**src/rtl/rle_pack_pkg.sv**
```systemverilog
package rle_pack_pkg;

  typedef enum logic [1:0] {
    FMT_SINGLE = 2'd0,
    FMT_PAIR   = 2'd1,
    FMT_QUAD   = 2'd2,
    FMT_ALT    = 2'd3
  } fmt_e;

  // log2 of the samples folded into one word
  function automatic logic [1:0] fmt_shift(input fmt_e f);
    case (f)
      FMT_PAIR: return 2'd1;
      FMT_QUAD: return 2'd2;
      default:  return 2'd0;
    endcase
  endfunction

endpackage

```
**src/rtl/rcp_interleave.sv**
```systemverilog
module rcp_interleave
  import rle_pack_pkg::*;
#(
  parameter int DATA_W = 16
) (
  input  logic              clk,
  input  logic              rst,
  input  fmt_e              fmt,
  input  logic              in_valid,
  input  logic [DATA_W-1:0] in_sample,
  output logic              word_valid,
  output logic [DATA_W-1:0] word
);
  localparam int CH_W = $clog2(DATA_W);

  logic [1:0]        sh;
  logic [1:0]        sub_mask;
  logic [1:0]        sub_idx;
  logic [DATA_W-1:0] acc;
  logic [DATA_W-1:0] nxt;

  assign sh       = fmt_shift(fmt);
  assign sub_mask = 2'((3'd1 << sh) - 3'd1);

  // output bit b carries channel b>>sh of sub-sample b & mask
  for (genvar b = 0; b < DATA_W; b++) begin : g_bit
    logic [1:0]      bsub;
    logic [CH_W-1:0] ch;
    assign bsub = 2'(b) & sub_mask;
    assign ch   = CH_W'(b >> sh);
    assign nxt[b] = (bsub == sub_idx) ? in_sample[ch] : acc[b];
  end

  always_ff @(posedge clk) begin
    if (rst) begin
      sub_idx    <= '0;
      acc        <= '0;
      word_valid <= 1'b0;
      word       <= '0;
    end else begin
      word_valid <= 1'b0;
      if (in_valid) begin
        acc <= nxt;
        if (sub_idx == sub_mask) begin
          sub_idx    <= '0;
          word_valid <= 1'b1;
          word       <= nxt;
        end else begin
          sub_idx <= sub_idx + 2'd1;
        end
      end
    end
  end

  // a word only follows a sampled input
  a_r12_word_follows_input: assert property (@(posedge clk) disable iff (rst)
    word_valid |-> $past(in_valid));

  // sub-sample position never passes the group size
  a_r4_sub_in_range: assert property (@(posedge clk) disable iff (rst)
    sub_idx <= sub_mask);

endmodule

```
**src/rtl/rcp_change_detect.sv**
```systemverilog
module rcp_change_detect #(
  parameter int DATA_W = 16,
  parameter int TS_W   = 16
) (
  input  logic              clk,
  input  logic              rst,
  input  logic              word_valid,
  input  logic [DATA_W-1:0] word,
  output logic              store,
  output logic              force_new,
  output logic [TS_W-1:0]   ts
);
  logic [TS_W-1:0]   ts_cnt;
  logic [DATA_W-1:0] prev;
  logic              seen;

  assign ts        = ts_cnt;
  assign force_new = (ts_cnt == '0);
  assign store     = word_valid && (!seen || (word != prev) || force_new);

  always_ff @(posedge clk) begin
    if (rst) begin
      ts_cnt <= '0;
      prev   <= '0;
      seen   <= 1'b0;
    end else if (word_valid) begin
      ts_cnt <= ts_cnt + 1'b1;
      prev   <= word;
      seen   <= 1'b1;
    end
  end

  // one tick per completed word
  a_r5_tick_per_word: assert property (@(posedge clk) disable iff (rst)
    word_valid |=> ts_cnt == $past(ts_cnt) + 1'b1);

  // no tick without a word
  a_r5_hold_when_idle: assert property (@(posedge clk) disable iff (rst)
    !word_valid |=> $stable(ts_cnt));

endmodule

```
**src/rtl/rcp_cluster_writer.sv**
```systemverilog
module rcp_cluster_writer #(
  parameter int DATA_W = 16,
  parameter int TS_W   = 16,
  parameter int ROW_W  = 15,
  parameter int CL_W   = 6,
  parameter int SLOT_W = 3
) (
  input  logic                          clk,
  input  logic                          rst,
  input  logic                          store,
  input  logic                          force_new,
  input  logic [TS_W-1:0]               ts,
  input  logic [DATA_W-1:0]             word,
  output logic                          ts_we,
  output logic [ROW_W+CL_W+SLOT_W-1:0]  ts_addr,
  output logic [DATA_W-1:0]             ts_data,
  output logic                          s_we,
  output logic [ROW_W+CL_W+SLOT_W-1:0]  s_addr,
  output logic [DATA_W-1:0]             s_data
);
  localparam int IDX_W = ROW_W + CL_W;
  localparam logic [SLOT_W-1:0] LAST_SLOT = {SLOT_W{1'b1}};

  logic              open_q;
  logic [SLOT_W-1:0] fill;
  logic [IDX_W-1:0]  cl;
  logic [TS_W-1:0]   last_ts;
  logic              append;
  logic [IDX_W-1:0]  next_cl;

  assign append  = open_q && !force_new && (ts == last_ts + 1'b1) && (fill != LAST_SLOT);
  assign next_cl = open_q ? cl + 1'b1 : cl;

  always_ff @(posedge clk) begin
    if (rst) begin
      open_q  <= 1'b0;
      fill    <= '0;
      cl      <= '0;
      last_ts <= '0;
      ts_we   <= 1'b0;
      ts_addr <= '0;
      ts_data <= '0;
      s_we    <= 1'b0;
      s_addr  <= '0;
      s_data  <= '0;
    end else begin
      ts_we <= 1'b0;
      s_we  <= 1'b0;
      if (store) begin
        last_ts <= ts;
        s_we    <= 1'b1;
        s_data  <= word;
        if (append) begin
          fill   <= fill + 1'b1;
          s_addr <= {cl, fill + 1'b1};
        end else begin
          cl      <= next_cl;
          open_q  <= 1'b1;
          fill    <= SLOT_W'(1);
          ts_we   <= 1'b1;
          ts_addr <= {next_cl, {SLOT_W{1'b0}}};
          ts_data <= DATA_W'(ts);
          s_addr  <= {next_cl, SLOT_W'(1)};
        end
      end
    end
  end

  // a cluster header always comes with its first sample in slot 1
  a_r8_header_pairs_sample: assert property (@(posedge clk) disable iff (rst)
    ts_we |-> (s_we && s_addr == ts_addr + 1'b1));

  // timestamps in slot 0, samples never there
  a_r11_header_slot: assert property (@(posedge clk) disable iff (rst)
    ts_we |-> ts_addr[SLOT_W-1:0] == '0);
  a_r11_sample_slot: assert property (@(posedge clk) disable iff (rst)
    s_we |-> s_addr[SLOT_W-1:0] != '0);

  // an appended word lands right after the previous sample address
  a_r7_append_next_slot: assert property (@(posedge clk) disable iff (rst)
    (s_we && !ts_we) |-> s_addr == $past(s_addr) + 1'b1);

  // a word at timestamp zero opens a cluster
  a_r10_wrap_opens: assert property (@(posedge clk) disable iff (rst)
    (store && force_new) |=> ts_we);

endmodule

```
**src/rtl/rle_cluster_packer.sv**
```systemverilog
module rle_cluster_packer
  import rle_pack_pkg::*;
#(
  parameter int DATA_W = 16,
  parameter int TS_W   = 16,
  parameter int ROW_W  = 15,
  parameter int CL_W   = 6,
  parameter int SLOT_W = 3
) (
  input  logic                         clk,
  input  logic                         rst,
  input  logic [1:0]                   fmt_sel,
  input  logic                         smp_valid,
  input  logic [DATA_W-1:0]            smp_data,
  output logic                         ts_we,
  output logic [ROW_W+CL_W+SLOT_W-1:0] ts_addr,
  output logic [DATA_W-1:0]            ts_data,
  output logic                         smp_we,
  output logic [ROW_W+CL_W+SLOT_W-1:0] smp_addr,
  output logic [DATA_W-1:0]            smp_wdata
);
  fmt_e              fmt_q;
  logic              w_valid;
  logic [DATA_W-1:0] w_data;
  logic              st;
  logic              fnew;
  logic [TS_W-1:0]   ts_cur;

  always_ff @(posedge clk) begin
    if (rst) fmt_q <= fmt_e'(fmt_sel);
  end

  rcp_interleave #(.DATA_W(DATA_W)) u_ilv (
    .clk(clk), .rst(rst), .fmt(fmt_q),
    .in_valid(smp_valid), .in_sample(smp_data),
    .word_valid(w_valid), .word(w_data)
  );

  rcp_change_detect #(.DATA_W(DATA_W), .TS_W(TS_W)) u_chg (
    .clk(clk), .rst(rst), .word_valid(w_valid), .word(w_data),
    .store(st), .force_new(fnew), .ts(ts_cur)
  );

  rcp_cluster_writer #(.DATA_W(DATA_W), .TS_W(TS_W), .ROW_W(ROW_W),
                       .CL_W(CL_W), .SLOT_W(SLOT_W)) u_wr (
    .clk(clk), .rst(rst), .store(st), .force_new(fnew), .ts(ts_cur), .word(w_data),
    .ts_we(ts_we), .ts_addr(ts_addr), .ts_data(ts_data),
    .s_we(smp_we), .s_addr(smp_addr), .s_data(smp_wdata)
  );

  // lanes idle on the cycle after reset
  a_r1_idle_after_reset: assert property (@(posedge clk)
    $past(rst) |-> (!ts_we && !smp_we));

  // format register only moves under reset
  a_r13_fmt_locked: assert property (@(posedge clk) disable iff (rst)
    !$past(rst) |-> $stable(fmt_q));

endmodule

```
**config.mk**
```make
export PLATFORM = sky130hd
export DESIGN_NAME = rle_cluster_packer
export DESIGN_NICKNAME = d
export VERILOG_FILES = /design/src/rtl/rle_pack_pkg.sv /design/src/rtl/rcp_interleave.sv /design/src/rtl/rcp_change_detect.sv /design/src/rtl/rcp_cluster_writer.sv /design/src/rtl/rle_cluster_packer.sv
export SDC_FILE = /design/constraint.sdc
export NUM_CORES = 1
export LEC_CHECK = 0
export CORE_MARGIN = 5
export CORE_UTILIZATION = 45
export CTS_CLUSTER_DIAMETER = 100
export DETAILED_ROUTE_END_ITERATION = 7
export MAX_ROUTING_LAYER = met4
export PLACE_DENSITY = 0.67
export SLEW_MARGIN = 20
export SYNTH_ARGS = -nofsm -noshare
export SYNTH_HDL_FRONTEND = slang
export SYNTH_SLANG_ARGS = --single-unit
```
**constraint.sdc**
```tcl
create_clock -name clk -period 7.9 [get_ports clk]
set_input_delay 1.58 -clock clk [delete_from_list [all_inputs] [get_ports clk]]
set_output_delay 1.58 -clock clk [all_outputs]
set_load 0.005 [all_outputs]
```
## Word level (Yosys, flattened, before mapping)

Cells that the tools add are included.
Widths: inputs -> output; s select.

- Shift operators: 17
- Divide/modulo/power cells: 0
- Reduce and logical (&&, ||, !) cells: 14
- $mul: 0
- Mux-type cells: 56
- Bitwise gates (word level): 3
- Add/sub/neg operators: 6
- $lt $le $gt $ge: 16
- Equality and inequality tests: 9

Operators by type and width:

| kind | number |
|---|---|
| $lt 4x5->1 const B | 16 |
| $bmux 1 s4 | 16 |
| $mux 1 | 35 |
| $add 16x1->16 const B | 2 |
| $shr 4x2->4 const A | 8 |
| $mux 24 | 1 |
| $add 21x1->21 const B | 1 |
| $mux 21 | 1 |
| $eq 16x16->1 | 1 |
| $logic_not 16->1 | 1 |
| $ne 16x16->1 | 1 |
| $shr 3x2->4 const A | 4 |
| $shr 1x2->4 const A | 2 |
| $shr 2x2->4 const A | 2 |
| $eq 2x2->1 | 3 |
| $logic_and 1x1->1 | 4 |
| $pmux 2 s2 | 1 |
| $reduce_and 2->1 | 2 |
| $reduce_or 2->1 | 2 |
| $add 3x1->3 const B | 1 |
| $mux 3 | 1 |
| $ne 3x3->1 const B | 1 |
| $not 1->1 | 3 |
| $add 2x1->2 const B | 1 |
| 9 further kinds | 11 |

- Bits in latches: 0
- RAM bits: 0
- Memories: 0
- Logic and storage cells: 138
- Bits in registers: 169
- Memory bits (read-only): 0

## Depth between registers and ports, before layout

Gate-level depths: netlist of run 1.

- Depth after elaboration: 7
- Mapped depth: 15
- Gate-level depth less buffers: 11

## Cells and area by module

From an unflattened synthesis of run 1, not the netlist that was laid out.

- Cells, all modules: 911
- Area total of the unflattened synthesis: 8500.7 um^2

By module, submodules not included:

| module | times used | area an instance (um^2) | cells an instance |
|---|---|---|---|
| rcp_cluster_writer | 1 | 4636.9 | 519 |
| rcp_interleave | 1 | 2183.3 | 222 |
| rcp_change_detect | 1 | 1620.3 | 168 |
| rle_cluster_packer | 1 | 60.1 | 2 |

## Worst setup path after synthesis of run 1

No wires, ideal clock.

- Kind: reg2reg
- From: reg fmt_q[0]
- To: reg u_ilv.word[0]
- Cell stages (with the launch flop): 15
- Path slack: 4.470 ns
- Data arrival time: 3.344 ns
- Setup time: 0.086 ns
- Required time: 7.814 ns
- Path through: edfxtp_1 inv_1 ha_1 clkbuf_1 clkbuf_1 buf_2 inv_1 ha_1 clkbuf_1 nor2b_1 or2_2 and3_1 clkbuf_1 clkbuf_1 a211oi_1

- Word-level cells in the longest chain between the ends: 6
- Elaborated cells on any way between the ends: 11
- Those cells by class: add/sub (1); eq/ne (3); shift (2); mux (4); reduce/logical (1)

RTL lines:

| element | RTL line | text |
|---|---|---|
| start: declaration | rle_cluster_packer.sv:22 | `fmt_e fmt_q;` |
| start signal: assignment | rle_cluster_packer.sv:30 | `if (rst) fmt_q <= fmt_e'(fmt_sel);` |
| $eq 2x2->1 / $eq 2x1->1 (equally long branches) | rle_pack_pkg.sv:12 | `case (f)` |
| $pmux 2 s2 * | rle_pack_pkg.sv:12 |  |
| $shr 1x2->4 / $shl 1x2->2 (equally long branches) | rcp_interleave.sv:30, rcp_interleave.sv:23 |  |
| $bmux 1 s4 / $sub 2x1->2 (equally long branches) | rcp_interleave.sv:31, rcp_interleave.sv:23 |  |
| $mux 1 (implied by the code) / $eq 2x2->1 (equally long branches) | rcp_interleave.sv:31, rcp_interleave.sv:44 |  |
| $mux 1 / $reduce_and 2->1 (equally long branches) | - |  |
| end signal: assignment | rcp_interleave.sv:47 | `word <= nxt;` |
| end: declaration | rcp_interleave.sv:12 | `output logic [DATA_W-1:0] word` |

Mark *: on every way between the ends. The rest lies on a longest branch, timed or not. The select of a mux whose other input is x is not followed.
A chain may end at the register's enable or synchronous reset.

## Worst setup path in the final report of run 1

- From: in smp_valid
- To: reg u_ilv.word[3]

- Word-level cells in the longest chain between the ends: 1

RTL lines:

| element | RTL line | text |
|---|---|---|
| start: declaration | rle_cluster_packer.sv:13 | `input logic smp_valid,` |
| $reduce_and 2->1 (no source line) | - |  |

Every way passes these cells.

==> results of run 1 <==
## per-layer routing
layer | part of all wire (%) | track usage [%]
met2 | 48 | 29.9
met1 | 47 | 26.0
met5 | 0 | -
met4 | 0.93 | 4.29
met3 | 4.5 | 3.84
## synthesized netlist by cell type, drive strengths merged, types with 11 or more instances
master and number:
mux2i 32, or4 28, nor4 11, xor2 29
nand2 130, nor2 76, inv 20, nand4 17
buf 22, a21oi 85, o21ai 32, dfxtp 160
nand3 52, o211ai 12, mux4 28, clkbuf 57
xnor2 27, ha 12, o31ai 17
## through the flow
step / instance area (µm²) / hold slack (ns) / worst slack (ns) / total power (W) / utilization, %
global placement: 9220 / 0.441 / 3.90 / 0.00111 / 51.2
CTS: 9820 / 0.456 / 3.86 / 0.00195 / 54.5
detailed placement: 9220 / 0.443 / 3.87 / 0.00111 / 51.2
global route: 9830 / 0.476 / 3.97 / 0.00201 / 54.5
floorplan: 8250 / 0.436 / 4.47 / 0.00104 / -
finish: 9830 / 0.455 / 4.27 / 0.00193 / 54.5
## flip-flops by register name, summed over array words and instances (netlist names), 2 cells and up
signal and cells:
u_wr.cl 21, u_ilv.word 16, u_wr.s_addr 22, u_chg.ts 16, u_chg.prev 16, u_wr.ts_data 16, u_wr.fill 2, fmt_q 2
u_wr.s_data 16, u_ilv.acc 12, u_wr.last_ts 16, u_ilv.sub_idx 2
## path summary, 6_finish.rpt
check | startpoint | depth (start not counted) | to | slack [ns]
worst min-delay path | u_wr.s_data[1]$_SDFFE_PP0N_ | 2 | u_wr.s_data[1]$_SDFFE_PP0N_ | 0.45
worst max register to register | u_wr.last_ts[0]$_SDFFE_PP0N_ | 9 | u_wr.cl[8]$_SDFFE_PP0P_ | 4.34
worst min register to register | u_wr.s_data[1]$_SDFFE_PP0N_ | 2 | u_wr.s_data[1]$_SDFFE_PP0N_ | 0.45
worst max-delay path | smp_valid | 4 | u_ilv.word[3]$_SDFFE_PP0P_ | 4.27
## final cells by class
type	count	area (µm²)
inverters	20	75.1
fillers	1693	8190
repair buffers	106	1040
multi-input cells	678	4570
clock buffers	17	425
flip-flops and latches	162	3260
well taps	229	287
clock inverters	15	170
## logic make-up after synthesis
kind of cell	count (synthesis)
adders and majority gates	12
buffers and inverters	99
muxes	62
xor gates and xnor gates	57
DFF	162
AOI/OAI and AO/OA	186
other	1
and+or+nand+nor	358
## power breakdown
part | total (W) | switching, W | internal, W
registers | 0.000868 | 0.0000247 | 0.000843
logic | 0.000225 | 0.000125 | 0.0000998
clock network | 0.000841 | 0.000366 | 0.000476
## worst max-delay path: cells and delay by family
| family | cells | cell delay (ns) |
|---|---|---|
| buffers and inverters | 1 | 1.01 |
| AND/OR/NAND/NOR | 1 | 0.56 |
| AO/OA/AOI/OAI | 2 | 0.84 |
==> summary.txt, run 1 <==
Yosys
  – Synthesized area: 0.00824 mm²
  – Unique cell type count in the Yosys netlist: 60
  – Synthesized-area fraction occupied by ao, oa, aoi and oai cells: 14.2%
  – Post-synthesis simple-gate area fraction: 21.1%
  – Count of mapped cells out of synthesis: ~940
  – Share of Yosys cell area claimed by the top area cell type: 38.9%
  – Count of flip-flops with a built-in enable after synthesis: 2
  – Most area-consuming cells after synthesis: dfxtp_1 (39%), mux4_2 (7.7%), nand2_1 (5.9%)
  – Area share of fa/ha/maj cells after synthesis: 1.82%
  – Multiplexer share of the synthesized area: 11.8%
  – Fraction of registers with async set/reset: 0%
  – Top FF cell, synth: dfxtp_1
  – Sequential-to-total area share from yosys stat: 39.6%
  – Synthesis warning total: 0
  – Share of the synthesized netlist area taken by xor and xnor gates: 6.23%
  – Combinational family with the most area after synthesis: simple AND/OR/NAND/NOR gates
  – Synthesized flop and latch total: about 160
  – Mean post-synth cell area: 8.79 µm²
  – Largest area contributor in the synthesized netlist: dfxtp_1

Timing
  – Worst setup skew after layout: 0.0155 ns
  – Final Hold Vio Count: 0
  – Transition at the pin with the smallest max-transition slack: 1.01 ns
  – RSZ-0062 raised after global routing: no
  – Post-route clock period utilization: 46.0%
  – Setup tns final: 0 ns
  – Final count of negative-setup-slack endpoints: 0
  – Final period demand of the worst path: approximately 3.6 ns
  – Maximum clock frequency: 0.275 GHz
  – Normalized max-slew margin: 31.9%
  – Fin. max-slew vios: 0

Route
  – Per-cell routed wire length: roughly 16 µm
  – Total number of vias: 7047
  – Post-route antenna net violation count: 0
  – Detailed-route wire length: ~20000 µm
  – Detailed-route vias per instance: 5.74
  – Number of search-and-repair iterations in the first detailed-routing pass: 5
  – Number of remaining DRC errors: 0
  – Drt first-iter violations: just under 500

CTS
  – Clk root buf: clkbuf_16
  – Max H-tree Level: 4
  – Clk pin slew, worst setup/hold paths: 0.06 ns
  – Hold-fix buffers at CTS: 0
  – Post-CTS setup-driven buffer insertion count: 0
  – Skew-Pair Late Insertion Delay: 0.43 ns
  – CTS tree: built
  – Count of clock tree sinks: roughly 160
  – CTS Buf Count: 17
  – Bufs on Longest Clock Path: 2
  – Number of gates resized after CTS: 0

Die
  – Count of standard-cell rows: 49
  – Die Area: 0.0211 mm²
  – Overall die width: 145 µm
  – Starting utilization of the core area: 45.7%
  – Die extent in y: ~150 µm
  – Core Box Area: 0.0180 mm²
  – Number of top-level design ports: roughly 100

Critical path
  – Slowest cell on crit path: clkdlybuf4s50_1
  – Type of the worst setup path: in2reg
  – Arrival time at the worst endpoint: 4.00 ns
  – Cell chain of the critical path: clkdlybuf4s50_1 > nand3_1 > a2111oi_0 > a21o_1
  – Endpoint required time on the critical path: 8.27 ns
  – Element type at the critical path end: register
  – Critical Path Max Stage Delay: 1.01 ns
  – Startpoint kind of the worst setup timing path: input port
  – Critical path fanouts, max: 20

GRT
  – Global-route usage over all layers: 19.2%
  – First-pass GRT wire length: 33400 µm
  – Via count of the first global-routing pass: between 6000 and 7000
  – Pin count of the biggest net entering global routing: between 90 and 100
  – Global-route congestion overflow total: 0
  – Antenna violations before repair: 0

Power
  – Pwr/cell area: ~200 mW/mm²
  – Maximum ir drop on the vdd rail: 0.000149 V
  – Leak Pwr: 3.41 nW

Layout
  – Highest-count cells in the layout ignoring fill and taps: dfxtp_1 (160), nand2_1 (130), clkdlybuf4s50_1 (98)
  – Most frequent standard cell in the layout excluding fill and tap cells: dfxtp_1
  – Layout Cells excl Fill: approximately 1200
  – Area added between synthesis and finish: 19.3%
  – Post-layout nets: 1018
  – Number of antenna repair diodes: 0
  – Share of cells above drive strength 1: roughly 8.6%

Placement
  – Number of buffer cells added on primary ports: 99
  – DP Cell Count: 1194
  – Final RePlAce weighted congestion: 0.869
  – DP Wirelength: 13500 µm

Flow run
  – Max_cap viols: 0

Outcome
  – Run status: finished clean

Worst hold path
  – Kind of path behind the tightest hold check: reg2reg
No activity file was read; power rests on OpenSTA's default activity.
==> run 2, diff against run 1 <==
Clock period 7.9 ns to 3.4 ns, I/O delays scaled along.
==> run 2 against run 1 <==
First-iteration DRC count shrank 4.1%. Die area is the same. Routed wire length grew 2.1%. Non-clock buffer count grew 16. Critical endpoint is now u_wr.s_addr[4]$_SDFFE_PP0N_. Largest power group unchanged.
==> summary.txt, run 2 (synthesized netlist as in run 1, its figures left out) <==
Outcome
  – Run status: finished clean (unchanged)

GRT
  – First-pass GRT wire length: 34200 µm (was 33400 µm)
  – Via count of the first global-routing pass: 6579 (was 6456)
  – Global-route congestion overflow total: 0 (unchanged)
  – Global-route usage over all layers: 19.7% (was 19.2%)
  – Pin count of the biggest net entering global routing: 142 (was 91)
  – Antenna violations before repair: 0 (unchanged)

Critical path
  – Reg2Reg Setup Slack: 0.38 ns (was 4.34 ns)
  – Arrival time at the worst endpoint: 3.33 ns (was 4.00 ns)
  – Number of cells traversed by the worst register-to-register path: 8 (was 9)
  – Critical path fanouts, max: 20 (unchanged)
  – Element type at the critical path end: register (unchanged)
  – Startpoint kind of the worst setup timing path: register (was input port)
  – FF-to-FF End: u_wr.s_addr[4]$_SDFFE_PP0N_ (was u_wr.cl[8]$_SDFFE_PP0P_)
  – Type of the worst setup path: reg2reg (was in2reg)
  – R2r startpoint: u_wr.last_ts[0]$_SDFFE_PP0N_ (unchanged)
  – Endpoint required time on the critical path: 3.71 ns (was 8.27 ns)

Timing
  – Maximum clock frequency: 0.331 GHz
  – Final period demand of the worst path: 3.02 ns
  – Normalized max-slew margin: 47.3% (was 31.9%)
  – RSZ-0062 raised after global routing: no (unchanged)
  – Post-route clock period utilization: 88.9%
  – Transition at the pin with the smallest max-transition slack: 0.791 ns (was 1.01 ns)
  – Final Hold Vio Count: 0 (unchanged)
  – Final count of negative-setup-slack endpoints: 0 (unchanged)
  – Worst setup skew after layout: 0.0138 ns (was 0.0155 ns)
  – Setup tns final: 0 ns (unchanged)
  – Fin. max-slew vios: 0 (unchanged)

Layout
  – Fill cell count: 1671 (was 1693)
  – Highest-count cells in the layout ignoring fill and taps: dfxtp_1 (160), nand2_1 (130), clkdlybuf4s50_1 (98) (unchanged)
  – Number of antenna repair diodes: 0 (unchanged)
  – Most flop-heavy register: u_wr.s_addr (unchanged)
  – Area added between synthesis and finish: 20.9% (was 19.3%)
  – Final standard cell utilization of the core: 55.3% (was 54.5%)
  – Post-layout nets: 1034 (was 1018)
  – Flip-flop and latch area: 0.00326 mm² (unchanged)
  – Largest register FFs: 22 (unchanged)
  – Share of cells above drive strength 1: 9.96% (was 8.62%)
  – Largest registers ranked by flip-flop count: u_wr.s_addr (22), u_wr.cl (21) (unchanged)
  – Most frequent standard cell in the layout excluding fill and tap cells: dfxtp_1 (unchanged)
  – Area of the multi-input gates: 0.00456 mm² (was 0.00457 mm²)

Placement
  – Number of buffer cells added on primary ports: 99 (unchanged)
  – Final RePlAce weighted congestion: 0.873 (was 0.869)
  – DP Wirelength: 13700 µm (was 13500 µm)

Worst hold path
  – Worst hold path startpoint: u_wr.s_data[13]$_SDFFE_PP0N_ (was u_wr.s_data[1]$_SDFFE_PP0N_)
  – Capture endpoint of the worst hold path: u_wr.s_data[13]$_SDFFE_PP0N_ (was u_wr.s_data[1]$_SDFFE_PP0N_)
  – Kind of path behind the tightest hold check: reg2reg (unchanged)
  – Hold path depth: 2 (unchanged)

Flow run
  – Max_cap viols: 0 (unchanged)

Power
  – Maximum ir drop on the vdd rail: 0.000393 V (was 0.000149 V)
  – Final total power: 0.00436 W (was 0.00193 W)
  – Pwr/cell area: 438 mW/mm² (was 197 mW/mm²)
  – Leak Pwr: 3.48 nW (was 3.41 nW)

Die
  – Number of top-level design ports: 103 (unchanged)
  – Count of standard-cell rows: 49 (unchanged)
  – Starting utilization of the core area: 45.7% (unchanged)
  – Core Box Area: 0.0180 mm² (unchanged)
  – Die extent in y: 145 µm (unchanged)
  – Die Area: 0.0211 mm² (unchanged)
  – Overall die width: 145 µm (unchanged)

CTS
  – CTS Buf Count: 17 (unchanged)
  – Hold-fix buffers at CTS: 0 (unchanged)
  – Bufs on Longest Clock Path: 2 (unchanged)
  – Clk root buf: clkbuf_16 (unchanged)
  – Count of clock tree sinks: 162 (unchanged)
  – Post-CTS setup-driven buffer insertion count: 0 (unchanged)
  – Number of gates resized after CTS: 0 (unchanged)
  – CTS tree: built (unchanged)
  – Clk pin slew, worst setup/hold paths: 0.06 ns (about the same)
  – Skew-Pair Late Insertion Delay: 0.43 ns (about the same)
  – Max H-tree Level: 4 (unchanged)

Route
  – Detailed-route vias per instance: 5.63 (was 5.74)
  – Total number of vias: 7001 (was 7047)
  – Number of search-and-repair iterations in the first detailed-routing pass: 5 (unchanged)
  – Post-route antenna net violation count: 0 (unchanged)
  – Detailed-route wire length: 20300 µm (was 19900 µm)
  – Number of remaining DRC errors: 0 (unchanged)
  – Per-cell routed wire length: 16.4 µm (was 16.2 µm)
  – Drt first-iter violations: 472 (was 492)
-- run 2: cell count changes in the layout (fill, tap and decap cells not counted) --
cell and change:
buf_12 +4, buf_4 +13, buf_6 -1, bufinv_16 -2
clkbuf_8 +1, clkinv_2 -1, clkinv_4 +2, clkinvlp_4 +2
inv_4 -1, inv_8 -1, nor2_1 +1, nor2_2 -1
-- run 2: how the worst max path moves through the flow --
stage,startpoint,endpoint,slack [ns],depth (start not counted)
after CTS,u_wr.last_ts[0]$_SDFFE_PP0N_,u_wr.s_addr[4]$_SDFFE_PP0N_,0.39,8
after floorplan,fmt_q[0]$_DFFE_PP_,u_ilv.word[0]$_SDFFE_PP0P_,0.12,14
final,u_wr.last_ts[0]$_SDFFE_PP0N_,u_wr.s_addr[4]$_SDFFE_PP0N_,0.38,8
after global placement,u_wr.last_ts[0]$_SDFFE_PP0N_,u_wr.s_addr[18]$_SDFFE_PP0N_,0.47,8
after global routing,u_wr.last_ts[0]$_SDFFE_PP0N_,u_wr.s_addr[4]$_SDFFE_PP0N_,0.16,7
after detailed placement,u_wr.last_ts[0]$_SDFFE_PP0N_,u_wr.s_addr[4]$_SDFFE_PP0N_,0.40,8
-- run 2: worst max-delay path, stage by stage (launching register included) --
cell	delay, ns
dfxtp_1	0.45
ha_1	0.28
xor2_1	0.14
or4_1	0.41
nor4b_1	0.31
nand4_1	0.16
or4_1	0.79
nand4_1	0.27
o211ai_1	0.11
-- run 2: per-layer routing --
metal  vias up  part of all wire, %  GRT usage, %  wire length, µm
li1       3504                    -             -                -
met1      3317                   47          26.9             9640
met2       154                   47          30.0             9520
met3        26                  4.2          3.80              848
met4         0                  1.6          5.64              321
met5         -                    0             -                0
-- run 2: cell type report --
type,instances,area share [%]
Sequential cell,162,32.8
Tap cell,229,2.88
Clock inverter,14,1.21
Inverter,20,0.754
Clock buffer,18,4.41
Timing Repair Buffer,122,12.2
Multi-Input combinational cell,678,45.8
-- run 2: power by group --
| part | switching [W] | internal [W] | leakage (nW) |
|---|---|---|---|
| clock network | 0.000834 | 0.000974 | 0.263 |
| logic | 0.000299 | 0.000246 | 1.91 |
| registers | 0.0000525 | 0.00196 | 1.31 |
-- run 2: through the flow --
step,instances,hold WS [ns],area (µm²),worst slack [ns]
2_1_floorplan,939,0.436,8250,0.124
3_3_place_gp,1211,0.442,9400,0.465
3_5_place_dp,1211,0.449,9400,0.404
4_1_cts,1243,0.457,9960,0.394
5_1_grt,1243,0.476,9960,0.156
6_report,1243,0.455,9960,0.376
